## src/rtl/lsx_unit.sv

```systemverilog
module lsx_unit #(
  parameter int DW      = 32,
  parameter int AW      = 5,
  parameter int OPW     = 4,
  parameter bit REG_OUT = 1'b1
) (
  input  logic           clk,
  input  logic           rst_n,
  input  logic [OPW-1:0] op_i,
  input  logic [DW-1:0]  opa_i,
  input  logic [DW-1:0]  opb_i,
  input  logic           wen_i,
  input  logic [AW-1:0]  waddr_i,
  output logic [DW-1:0]  res_o,
  output logic           wen_o,
  output logic [AW-1:0]  waddr_o
);

  localparam int SHW = $clog2(DW);

  localparam logic [OPW-1:0] OP_OR  = OPW'(1);
  localparam logic [OPW-1:0] OP_AND = OPW'(2);
  localparam logic [OPW-1:0] OP_XOR = OPW'(3);
  localparam logic [OPW-1:0] OP_NOR = OPW'(4);
  localparam logic [OPW-1:0] OP_SLL = OPW'(5);
  localparam logic [OPW-1:0] OP_SRL = OPW'(6);
  localparam logic [OPW-1:0] OP_SRA = OPW'(7);

  logic [SHW-1:0] shamt;
  logic [DW-1:0]  res_c;

  assign shamt = opb_i[SHW-1:0];

  always_comb begin
    unique case (op_i)
      OP_OR:   res_c = opa_i | opb_i;
      OP_AND:  res_c = opa_i & opb_i;
      OP_XOR:  res_c = opa_i ^ opb_i;
      OP_NOR:  res_c = ~(opa_i | opb_i);
      OP_SLL:  res_c = opa_i << shamt;
      OP_SRL:  res_c = opa_i >> shamt;
      OP_SRA:  res_c = DW'($signed(opa_i) >>> shamt);
      default: res_c = '0;
    endcase
  end

  generate
    if (REG_OUT) begin : g_reg
      always_ff @(posedge clk) begin
        if (!rst_n) begin
          res_o   <= '0;
          wen_o   <= 1'b0;
          waddr_o <= '0;
        end else begin
          res_o   <= res_c;
          wen_o   <= wen_i;
          waddr_o <= waddr_i;
        end
      end

      AST_RESET_CLEAR: assert property (@(posedge clk)
        !rst_n |=> (res_o == '0 && !wen_o && waddr_o == '0));
      AST_DEST_PASS: assert property (@(posedge clk) disable iff (!rst_n)
        1'b1 |=> (wen_o == $past(wen_i) && waddr_o == $past(waddr_i)));
      AST_BAD_OP_ZERO: assert property (@(posedge clk) disable iff (!rst_n)
        (op_i == '0 || op_i > OP_SRA) |=> res_o == '0);
      AST_SRA_SIGN_FILL: assert property (@(posedge clk) disable iff (!rst_n)
        (op_i == OP_SRA && opa_i[DW-1]) |=> res_o[DW-1]);
      AST_SRL_TOP_CLEAR: assert property (@(posedge clk) disable iff (!rst_n)
        (op_i == OP_SRL && opb_i[SHW-1:0] != '0) |=> !res_o[DW-1]);
      AST_SLL_LOW_CLEAR: assert property (@(posedge clk) disable iff (!rst_n)
        (op_i == OP_SLL && opb_i[SHW-1:0] != '0) |=> !res_o[0]);
      AST_ZERO_SHAMT: assert property (@(posedge clk) disable iff (!rst_n)
        ((op_i == OP_SLL || op_i == OP_SRL || op_i == OP_SRA) && opb_i[SHW-1:0] == '0)
        |=> res_o == $past(opa_i));
    end else begin : g_comb
      assign res_o   = res_c;
      assign wen_o   = wen_i;
      assign waddr_o = waddr_i;
    end
  endgenerate

endmodule

```

## config.mk

```make
export PLATFORM = sky130hd
export DESIGN_NAME = lsx_unit
export DESIGN_NICKNAME = d
export VERILOG_FILES = /design/src/rtl/lsx_unit.sv
export SDC_FILE = /design/constraint.sdc
export NUM_CORES = 1
export LEC_CHECK = 0
export ABC_AREA = 1
export BUFFER_PORTS_ARGS = -buffer_cell sky130_fd_sc_hd__clkbuf_2
export CAP_MARGIN = 20
export CORE_MARGIN = 5
export CORE_UTILIZATION = 45
export DETAILED_ROUTE_END_ITERATION = 7
export GPL_TIMING_DRIVEN = 1
export MAX_ROUTING_LAYER = met4
export PLACE_DENSITY_LB_ADDON = 0.2
export REMOVE_ABC_BUFFERS = 1
export SLEW_MARGIN = 20
export SYNTH_ARGS = -nofsm -noshare
export SYNTH_HDL_FRONTEND = slang
export SYNTH_SLANG_ARGS = --single-unit
```

## constraint.sdc

```tcl
create_clock -name clk -period 2.4 [get_ports clk]
set_input_delay 0.24 -clock clk [delete_from_list [all_inputs] [get_ports clk]]
set_output_delay 0.24 -clock clk [all_outputs]
set_load 0.01 [all_outputs]
```

==> results.md <==
Status:
- The run finished with clean final reports.

Critical path:
- Counting stages on the worst path, the most repeated cell is sky130_fd_sc_hd__nand3_1.
- The category of the most critical setup path is in -> reg.
- The start point of the critical path is opb_i[0].
- Data arrives at the worst endpoint at 1960 ps.
- The worst setup path is captured at a register.
- The slowest stage of the critical path belongs to the cell sky130_fd_sc_hd__o21ai_0.
- The critical path goes through clkbuf_2 -> inv_4 -> buf_4 -> nand2_1 -> nand3_1 -> nand2_1 -> o21ai_0 -> nand3_1 -> nand3_1 -> nor2_1 -> a21oi_1.
- The highest cell delay on the worst timing path is 310 ps.
- STA puts the critical path data required time at 2610 ps.
- The top fanout value on the critical path is 20.
- The type of origin of the critical path is a primary input.

Route:
- For this block, the initial DRC count from the detailed router was 881.
- The average wire per standard cell is 18.9 um.
- The detailed-routing iteration count for the pre-antenna-repair pass is 6.
- Across all layers, the routed design uses 8,170 vias.
- Dividing the detail-routed via count by the number of cells gives 5.74.
- After detailed routing, the total wire length is 26,900 um.
- The detail route stage leaves a number of antenna-violating nets equal to 0.
- After detailed routing, the number of remaining DRC violations is 0.

Finish:
- With fillers left out, the area of the finished cells amounts to 7300 sq um.
- After the flow finishes, the layout carries non-filler instances totaling 1,424.
- After filler insertion, the fill cell instance count of the layout stands at 1,608.
- In the final layout, the share of cells above drive strength 1 is 0.129.
- After the last flow step, the layout net total stands at 1,385.
- Compared with the post-synthesis result, the final layout area differs by 13.0%.
- The share of the core filled with cells in the final layout is 0.522.
- The repair_antennas step left the layout with diodes totalling 0.

Synth:
- The count of different cell masters after synthesis is 38.
- The number of warning messages in the yosys log is 0.
- After synthesis the cells add up to 6450 sq um.
- The mean post-synth cell area is 5.51 sq um.
- The share of async-settable or async-resettable flops after synthesis is 0.
- The synthesized flop and latch total is 38.
- The post-synthesis sequential area ratio is 0.118.
- The count of flip-flops with a built-in enable after synthesis is 0.
- The most frequently used flop master after synthesis is sky130_fd_sc_hd__dfxtp_1.
- In the synthesized netlist, the number of instances is 1,172.

Power and ir drop:
- IR analysis of the VDD net gives a maximum drop of 0.000288 V.
- The cell area power density is 345 nW/um^2.
- The leakage power figure is 4.00 nW.
- The completed layout was analyzed and its total power is 2.51 mW.

Placed design:
- The detailed placement HPWL is 21,300 um.
- Counting tap cells, the placed design contains a total of 1,416 instances.
- The count of input and output buffers is 113.
- In this run the cell area measured after placement is 7150 sq um.
- OpenSTA, run right after detailed placement, puts the worst setup slack at 358 ps.
- Routability-driven placement finished with a final weighted congestion of 1.04.

CTS:
- For this design, the CTS-stage hold fixing added 0 buffers.
- The number of clock buffers added by TritonCTS is 5.
- The worst-case clock buffer depth is 2.
- The clock net in this run drives a total of 38 sinks.
- TritonCTS built the clock tree.
- Clock-pin slew was measured on the worst setup and hold paths at 60 ps.
- The post-cts gate resize count is 0.
- Once the clock tree was built, the setup fixing pass inserted 0 buffers.
- The cell sitting at the root of the clock tree is a sky130_fd_sc_hd__clkbuf_16.
- The clock tree synthesis step divided the H-tree into 2 levels.

GRT:
- The overall overflow remaining after global route is 0.
- The initial antenna violation count is 0.
- Entering global routing, the biggest net connects 70 pins.
- The first global-routing pass estimated 41,500 um of wire.
- The via count of the first global-routing pass is 7,369.
- In the global route stage, overall resource usage came out at 0.327.

Timing:
- The maximum achievable frequency is 0.570 GHz.
- Across all hold checks on the routed design, the worst slack comes to 139 ps.
- The final-report setup violation count is 0.
- The max-slew violation count is 0.
- The clock period minus final worst setup slack is 1760 ps.
- In this run the tightest slew margin relative to its limit is 0.627.
- The setup TNS after final layout is 0 ps.
- The worst setup slack after layout is 644 ps.
- Setup repair after global routing left no endpoint under its margin.
- The final hold violation count came to 0.
- For the pin with the worst max-slew slack, the measured transition is 559 ps.
- The post-route fraction of the period consumed by the critical path is 0.732.

Floorplan:
- The die height is 130 um.
- The die extent in x is 130 um.
- The number of top-level pins is 114.
- The floorplan has 43 rows.
- The full die area is 16,800 sq um.
- The total area inside the core boundary comes to 14,000 sq um.
- The initial utilization of the core area, before any placement, comes to 0.461.

Flow run:
- The number of max-cap violations is 0.

Min path:
- In this run the worst hold path is classified as in -> reg.
- The origin of the worst min-delay path is waddr_i[2].
==> flip-flops by register name (all words and copies together), names as in the netlist <==
signal,count
waddr_o,5
res_o,32
wen_o,1
==> layout by cell type (no fill, tap or decap), types with 2 or more instances in the layout <==
cell and count:
sky130_fd_sc_hd__nand4_1 8, sky130_fd_sc_hd__a21oi_1 51, sky130_fd_sc_hd__clkbuf_16 5, sky130_fd_sc_hd__dfxtp_1 38, sky130_fd_sc_hd__a22o_1 3, sky130_fd_sc_hd__or2_1 2
sky130_fd_sc_hd__o2111ai_1 8, sky130_fd_sc_hd__nand3b_1 5, sky130_fd_sc_hd__ha_1 66, sky130_fd_sc_hd__buf_12 9, sky130_fd_sc_hd__nor3_1 5, sky130_fd_sc_hd__inv_1 90
sky130_fd_sc_hd__o21ai_0 32, sky130_fd_sc_hd__nor2_4 2, sky130_fd_sc_hd__and2_1 10, sky130_fd_sc_hd__o21ai_1 6, sky130_fd_sc_hd__nor2_2 5, sky130_fd_sc_hd__clkbuf_2 113
sky130_fd_sc_hd__nor2_1 62, sky130_fd_sc_hd__nand3_1 287, sky130_fd_sc_hd__o211ai_1 14, sky130_fd_sc_hd__nand2_1 391, sky130_fd_sc_hd__inv_2 4, sky130_fd_sc_hd__buf_4 13
==> power breakdown <==
part           internal (mW)  total [mW]  switching [mW]
clock                  0.412       0.697           0.285
combinational          0.371        1.14           0.768
sequential             0.668       0.679          0.0110
total                   1.45        2.51            1.06
==> metal layers <==
metal  track usage  wire (um)  up-vias
li1              -          -     4027
met1         0.449      11600     3670
met2         0.492      11800      412
met3        0.0499       2450       61
met4         0.111       1110        0
met5             -          0        -
==> cell families (layout without fill, tap and decap cells) <==
family                   Yosys count  after routing  synth area share
AND/OR/NAND/NOR                  782            782             0.532
buffers and inverters            166            238             0.114
AO/OA/AOI/OAI                    119            119             0.106
adder cells (fa/ha/maj)           66             66             0.128
flip-flops                        38             38             0.118
multiplexers                       1              1           0.00155
==> Yosys cell counts (2+ instances only) <==
cell type                   count  area (sq um)
sky130_fd_sc_hd__buf_6          5          56.3
sky130_fd_sc_hd__nor2_1        62           233
sky130_fd_sc_hd__ha_1          66           826
sky130_fd_sc_hd__nand3_1      287          1440
sky130_fd_sc_hd__o21ai_0       32           160
sky130_fd_sc_hd__nor2_2         5          31.3
sky130_fd_sc_hd__nor3_1         5          25.0
sky130_fd_sc_hd__inv_1         90           338
sky130_fd_sc_hd__o211ai_1      14           105
sky130_fd_sc_hd__nand3b_1       5          37.5
sky130_fd_sc_hd__and2_1        10          62.6
sky130_fd_sc_hd__buf_1          6          22.5
sky130_fd_sc_hd__clkbuf_1      19          71.3
sky130_fd_sc_hd__nand2_1      391          1470
sky130_fd_sc_hd__inv_2          4          15.0
sky130_fd_sc_hd__a22o_1         3          26.3
sky130_fd_sc_hd__dfxtp_1       38           761
sky130_fd_sc_hd__nor2_4         2          22.5
sky130_fd_sc_hd__o21ai_1        6          30.0
sky130_fd_sc_hd__buf_2         31           155
sky130_fd_sc_hd__a21oi_1       51           255
sky130_fd_sc_hd__buf_4          9          67.6
sky130_fd_sc_hd__o2111ai_1      8          70.1
sky130_fd_sc_hd__nand4_1        8          50.1
sky130_fd_sc_hd__or2_1          2          12.5
==> final timing paths <==
check | to | cells after the start
min | waddr_o[2] | 3
max | res_o[26] | 11
==> critical path: cells and delay by family <==
kind / cells / cell delay (ps)
compound gates: 2 / 460
buf+inv: 3 / 530
simple gates: 6 / 730
==> cell type report <==
cell class,count,area [sq um],share of cell area
Clock buffer,6,139,0.0190
Sequential cell,38,761,0.104
Tap cell,180,225,0.0309
Timing Repair Buffer,135,843,0.116
Clock inverter,2,12.5,0.00171
Inverter,95,359,0.0492
Multi-Input combinational cell,968,4960,0.679
(Power assumes the default switching activity.)
